==> config.mk <==
export PLATFORM = sky130hd
export DESIGN_NAME = irq_deliver_arb
export DESIGN_NICKNAME = d
export VERILOG_FILES = /design/src/rtl/irq_arb_pkg.sv /design/src/rtl/irq_gate.sv /design/src/rtl/irq_pick.sv /design/src/rtl/irq_deliver_arb.sv
export SDC_FILE = /design/constraint.sdc
export NUM_CORES = 1
export LEC_CHECK = 0
export BUFFER_PORTS_ARGS = -buffer_cell sky130_fd_sc_hd__buf_2
export CAP_MARGIN = 20
export CORE_MARGIN = 1.5
export CORE_UTILIZATION = 48
export CTS_CLUSTER_DIAMETER = 120
export DETAILED_ROUTE_END_ITERATION = 6
export PLACE_DENSITY = 0.86
export SYNTH_ARGS = -nofsm -noshare
export SYNTH_HDL_FRONTEND = slang
export SYNTH_SLANG_ARGS = --single-unit
==> constraint.sdc <==
create_clock -name clk -period 2.1 [get_ports clk]
set_clock_uncertainty 0.15 [all_clocks]
set_input_delay 0.105 -clock clk [delete_from_list [all_inputs] [get_ports clk]]
set_output_delay 0.105 -clock clk [all_outputs]
set_load 0.005 [all_outputs]
==> src/rtl/irq_arb_pkg.sv <==
package irq_arb_pkg;
  localparam int NSRC    = 13;
  localparam int CAUSE_W = $clog2(NSRC);

  typedef enum logic [CAUSE_W-1:0] {
    CS_RESET = 4'd0,  CS_MCHK = 4'd1,  CS_HDEC = 4'd2,  CS_EXT  = 4'd3,
    CS_CRIT  = 4'd4,  CS_WDOG = 4'd5,  CS_CDBL = 4'd6,  CS_FIT  = 4'd7,
    CS_PIT   = 4'd8,  CS_DECR = 4'd9,  CS_DBL  = 4'd10, CS_PERF = 4'd11,
    CS_THRM  = 4'd12
  } cause_e;

  typedef struct packed {
    logic ext_en;
    logic crit_en;
    logic hv_mode;
    logic hv_present;
    logic ext_os_route;
    logic hdec_en;
    logic decr_clr;
  } gate_ctrl_t;

  // Sources allowed to be taken under the current machine state.
  function automatic logic [NSRC-1:0] allow_mask(input gate_ctrl_t c);
    logic [NSRC-1:0] m;
    m = {NSRC{c.ext_en}};
    m[CS_RESET] = 1'b1;
    m[CS_MCHK]  = 1'b1;
    m[CS_HDEC]  = c.hdec_en & (c.ext_en | ~c.hv_mode);
    m[CS_EXT]   = c.ext_en | (c.hv_present & ~c.hv_mode & ~c.ext_os_route);
    m[CS_CRIT]  = c.crit_en;
    return m;
  endfunction

  // Sources whose pending bit drops when they are delivered.
  function automatic logic [NSRC-1:0] drop_mask(input gate_ctrl_t c);
    logic [NSRC-1:0] m;
    m = {NSRC{1'b1}};
    m[CS_EXT]  = 1'b0;
    m[CS_CRIT] = 1'b0;
    m[CS_DECR] = c.decr_clr;
    return m;
  endfunction

  function automatic logic [CAUSE_W-1:0] onehot_index(input logic [NSRC-1:0] oh);
    logic [CAUSE_W-1:0] idx;
    idx = '0;
    for (int k = 0; k < NSRC; k++)
      if (oh[k]) idx = idx | CAUSE_W'(k);
    return idx;
  endfunction
endpackage

==> src/rtl/irq_gate.sv <==
module irq_gate
  import irq_arb_pkg::*;
(
  input  logic [NSRC-1:0] pend_i,
  input  gate_ctrl_t      ctrl_i,
  output logic [NSRC-1:0] elig_o,
  output logic [NSRC-1:0] drop_o
);
  always_comb begin
    elig_o = pend_i & allow_mask(ctrl_i);
    drop_o = drop_mask(ctrl_i);
  end
endmodule

==> src/rtl/irq_pick.sv <==
module irq_pick #(
  parameter int N = 13
) (
  input  logic [N-1:0] req_i,
  output logic [N-1:0] grant_o,
  output logic         any_o
);
  logic [N:0] above;   // above[k]: some request with index below k
  assign above[0] = 1'b0;

  for (genvar k = 0; k < N; k++) begin : g_chain
    assign grant_o[k]  = req_i[k] & ~above[k];
    assign above[k+1]  = above[k] | req_i[k];
  end

  assign any_o = above[N];

  always_comb begin
    assert_single_grant_R10: assert ($onehot0(grant_o));
  end
endmodule

==> src/rtl/irq_deliver_arb.sv <==
module irq_deliver_arb
  import irq_arb_pkg::*;
(
  input  logic                clk,
  input  logic                rst_n,
  input  logic [NSRC-1:0]     set_i,
  input  logic                ext_en_i,
  input  logic                crit_en_i,
  input  logic                hv_mode_i,
  input  logic                hv_present_i,
  input  logic                ext_os_route_i,
  input  logic                hdec_en_i,
  input  logic                decr_clr_i,
  output logic                take_o,
  output logic [CAUSE_W-1:0]  take_cause_o,
  output logic                pend_any_o
);
  gate_ctrl_t       ctrl;
  logic [NSRC-1:0]  pending_q;
  logic [NSRC-1:0]  elig;
  logic [NSRC-1:0]  drop;
  logic [NSRC-1:0]  grant;
  logic             any_elig;
  logic [NSRC-1:0]  taken_clear;

  assign ctrl = '{ext_en: ext_en_i, crit_en: crit_en_i, hv_mode: hv_mode_i,
                  hv_present: hv_present_i, ext_os_route: ext_os_route_i,
                  hdec_en: hdec_en_i, decr_clr: decr_clr_i};

  irq_gate u_gate (
    .pend_i (pending_q),
    .ctrl_i (ctrl),
    .elig_o (elig),
    .drop_o (drop)
  );

  irq_pick #(.N(NSRC)) u_pick (
    .req_i   (elig),
    .grant_o (grant),
    .any_o   (any_elig)
  );

  assign taken_clear = grant & drop;

  always_ff @(posedge clk) begin
    if (!rst_n) begin
      pending_q    <= '0;
      take_o       <= 1'b0;
      take_cause_o <= '0;
    end else begin
      pending_q    <= (pending_q & ~taken_clear) | set_i;  // set wins
      take_o       <= any_elig;
      take_cause_o <= any_elig ? onehot_index(grant) : take_cause_o;
    end
  end

  assign pend_any_o = |pending_q;

  assert_top_first_R3: assert property (@(posedge clk) disable iff (!rst_n)
    pending_q[CS_RESET] |=> (take_o && take_cause_o == CS_RESET));

  assert_mchk_next_R3: assert property (@(posedge clk) disable iff (!rst_n)
    (pending_q[CS_MCHK] && !pending_q[CS_RESET]) |=> (take_o && take_cause_o == CS_MCHK));

  assert_level_kept_R5: assert property (@(posedge clk) disable iff (!rst_n)
    (take_o && (take_cause_o == CS_EXT || take_cause_o == CS_CRIT)) |-> pending_q[take_cause_o]);

  assert_ext_gated_R7: assert property (@(posedge clk) disable iff (!rst_n)
    (take_o && take_cause_o >= CS_WDOG) |-> $past(ext_en_i));

  assert_set_lands_R9: assert property (@(posedge clk) disable iff (!rst_n)
    (|set_i) |=> ((pending_q & $past(set_i)) == $past(set_i)));

  assert_idle_hold_R10: assert property (@(posedge clk) disable iff (!rst_n)
    !any_elig |=> (!take_o && pending_q == $past(pending_q | set_i)));
endmodule

==> results by group <==
Timing
  • Slew Limit Headroom: a little over two thirds
  • Post-route clock period utilization: a little over nine tenths
  • PnR worst setup slack: ~0.11 ns
  • Setup tns final: 0 ns
  • F_max: a little over 500 MHz
  • Pins over their slew limit: 0
  • RSZ-0062 raised after global routing: false
  • Final Setup Violations: 0
  • Worst-margin pin slew: around 0.44 ns
  • Tmin final: about 2.0 ns
  • Fin. Hold Viols: 0

Floorplan
  • Die W: about 45 um
  • Die height: between 40 and 50 um
  • Initial core utilization: 53.7%
  • Die area: just over 2000 um2
  • IO Pins: 28
  • Std cell rows: 14
  • CORE AREA: roughly 1600 um2

Routing
  • Final ANT Viol Nets: 0
  • WL met3: approximately 110 um
  • Top layer in use: met4
  • Avg WL per Cell: approximately 13 um
  • DRC violations left: 0
  • M1 wire length: roughly 950 um
  • Via count: 880
  • Wire length on met2: 1020 um
  • Initial DRC count: 20
  • Drt pass-1 iters: 4
  • Final WL: between 2000 and 2500 um
  • Vias per Instance: 5.57

Clock network
  • Cts repair resizes: 0
  • CTS buffer count: 3
  • CTS tree: built
  • CTS clk-pin slew, worst paths: approximately 0.10 ns
  • Clock Path Buffers: 2
  • Cts hold-fix bufs: 13
  • H-Tree Depth: 1
  • Clock Sink Count: 18
  • Clk root buf: clkbuf_4
  • Worst-Skew Late Latency: around 0.29 ns
  • Post-CTS setup buffer count: 0

Final layout
  • ANT cells: 0
  • Share of layout cells above drive strength 1: between 20% and 30%
  • Layout Nets: 166
  • Layout area overhead: 37.3%
  • Fin area: about 1200 um2
  • Final Non-Filler Cells: 158

Placement
  • Placed Area: 1010 um2
  • Gp weighted congestion: roughly 0.87
  • DP Cell Count: ~140
  • Final HPWL DP: between 1000 and 1500 um
  • Post-Place Worst Slack: 0.329 ns
  • PortBufs: 27

Synth
  • Post-synth EDFFs: 0
  • Most used DFF post-synth: dfxtp_1
  • Yosys cell types: 30
  • Seq/Total Area, Yosys: between 40% and 50%
  • Synth Register Bits: 18
  • Syn_area_per_cell: roughly 8.6 um2
  • Mapped Nets: 120
  • Yosys warnings: 0
  • Mapped cell area: 846 um2
  • Post-synth ARST share: 0%
  • Syn Inst Count: 98

Critical path
  • FF-to-FF setup slack: around 0.30 ns
  • Crit Path Class: flip-flop to primary output
  • Critical R2R Launch: pending_q[5]
  • WP data arrival: 1.73 ns
  • Crit path from: pending_q[8]
  • Crit Reg-Reg Endpoint: take_cause_o[0]
  • R2R cell count: 5
  • Crit-path max FO: 7
  • CP startpoint kind: flip-flop
  • WP data required: ~1.9 ns
  • Crit end category: primary output

GRT
  • First-pass GRT wire length: around 3600 um
  • Largest net degree at the start of global routing: 19
  • Number of global-route vias before repair: around 870
  • GRT Util Overall: between 20% and 30%
  • Grt total ovfl: 0
  • Initial antenna violation count: 0

Worst hold path
  • Hold depth: 2
  • HP Start: rst_n
  • HP Class: primary input to flip-flop
  • WHS Endpoint: pending_q[4]

Power and ir drop
  • Pleak: between 0.5 and 0.6 nW
  • Max VDD drop: around 0.00046 V
  • PwrDens: 611 nW/um2

Status
  • Status: completed

Flow run
  • MaxCap Viol Count: 0
through the flow:
step / utilization (%) / power (mW) / hold WS (ns)
after floorplan: - / 0.477 / 0.0652
after global placement: 64.0 / 0.524 / 0.151
after detailed placement: 64.0 / 0.531 / 0.163
after CTS: 73.7 / 0.714 / 0.0249
after global routing: 73.7 / 0.754 / 0.0425
final: 73.7 / 0.710 / 0.0339
kinds of logic after synthesis:
family | share of synthesized area, %
compound gates | 29.3
buf+inv | 1.78
flops | 42.6
simple gates | 26.3
synth_stat cells (2+ instances only):
cell type	number	area, um2
o21a_1	6	45.0
nor2b_1	4	25.0
a31oi_1	2	12.5
nand2_1	6	22.5
dfxtp_1	18	360
inv_1	2	7.51
nor3b_1	2	15.0
o21ai_0	12	60.1
nor2_1	7	26.3
nor3_1	6	30.0
nand3_1	2	10.0
a21oi_1	12	60.1
nor4_1	2	12.5
final cells by class:
| cell class | instances | area, um2 |
|---|---|---|
| clock buffers | 3 | 22.5 |
| fillers | 119 | 415 |
| inverters | 2 | 7.51 |
| repair buffers | 42 | 280 |
| well taps | 16 | 20.0 |
| multi-input cells | 77 | 470 |
| flip-flops and latches | 18 | 360 |
critical path: stages, from the launching register on:
cell and delay, ns:
dfxtp_1 0.38, or4_4 0.59, and2b_2 0.24, nand3_1 0.08, buf_2 0.15
worst max path at each step:
stage	end	slack (ns)
after floorplan	take_cause_o[0]	0.39
after global placement	take_cause_o[0]	0.35
after detailed placement	take_cause_o[0]	0.33
after CTS	pend_any_o	0.12
after global routing	pend_any_o	0.03
final	pend_any_o	0.11
layout by cell type (no fill, tap or decap):
cell type and instances:
a21oi_1 12, clkbuf_4 3, and2_2 1, o21a_1 6, dlygate4sd3_1 13, buf_2 27, nor3_1 6, and4_1 1
nor2_1 7, nand3_1 2, o21ai_0 12, nand4b_2 1, o2bb2ai_1 1, o21ai_1 1, inv_1 2, nand2b_1 1
nor2b_1 4, a31oi_1 2, o2111a_1 1, and2b_2 1, o21ai_4 1, and4b_1 1, or2b_1 1, a22oi_1 1
dfxtp_1 18, nand2_1 6, nor3b_1 2, and2_1 1, a22o_2 1, buf_4 2, or4_4 1, nor4_1 2
o221a_1 1
where the power goes:
part | switching, mW | internal [mW]
Clock | 0.0979 | 0.0667
Sequential | 0.0249 | 0.368
Combinational | 0.0709 | 0.0818
Total | 0.194 | 0.516
layer usage:
layer | track usage (%) | up-vias
li1 | - | 455
met1 | 29.4 | 394
met2 | 39.1 | 25
met3 | 8.80 | 6
met4 | 10.6 | 0
met5 | 0 | -
sequential cells by signal, indices dropped and copies added, names as in the netlist:
name / flops
pending_q: 13
take_o: 1
take_cause_o: 4
Power figures use the tool's default switching activity.
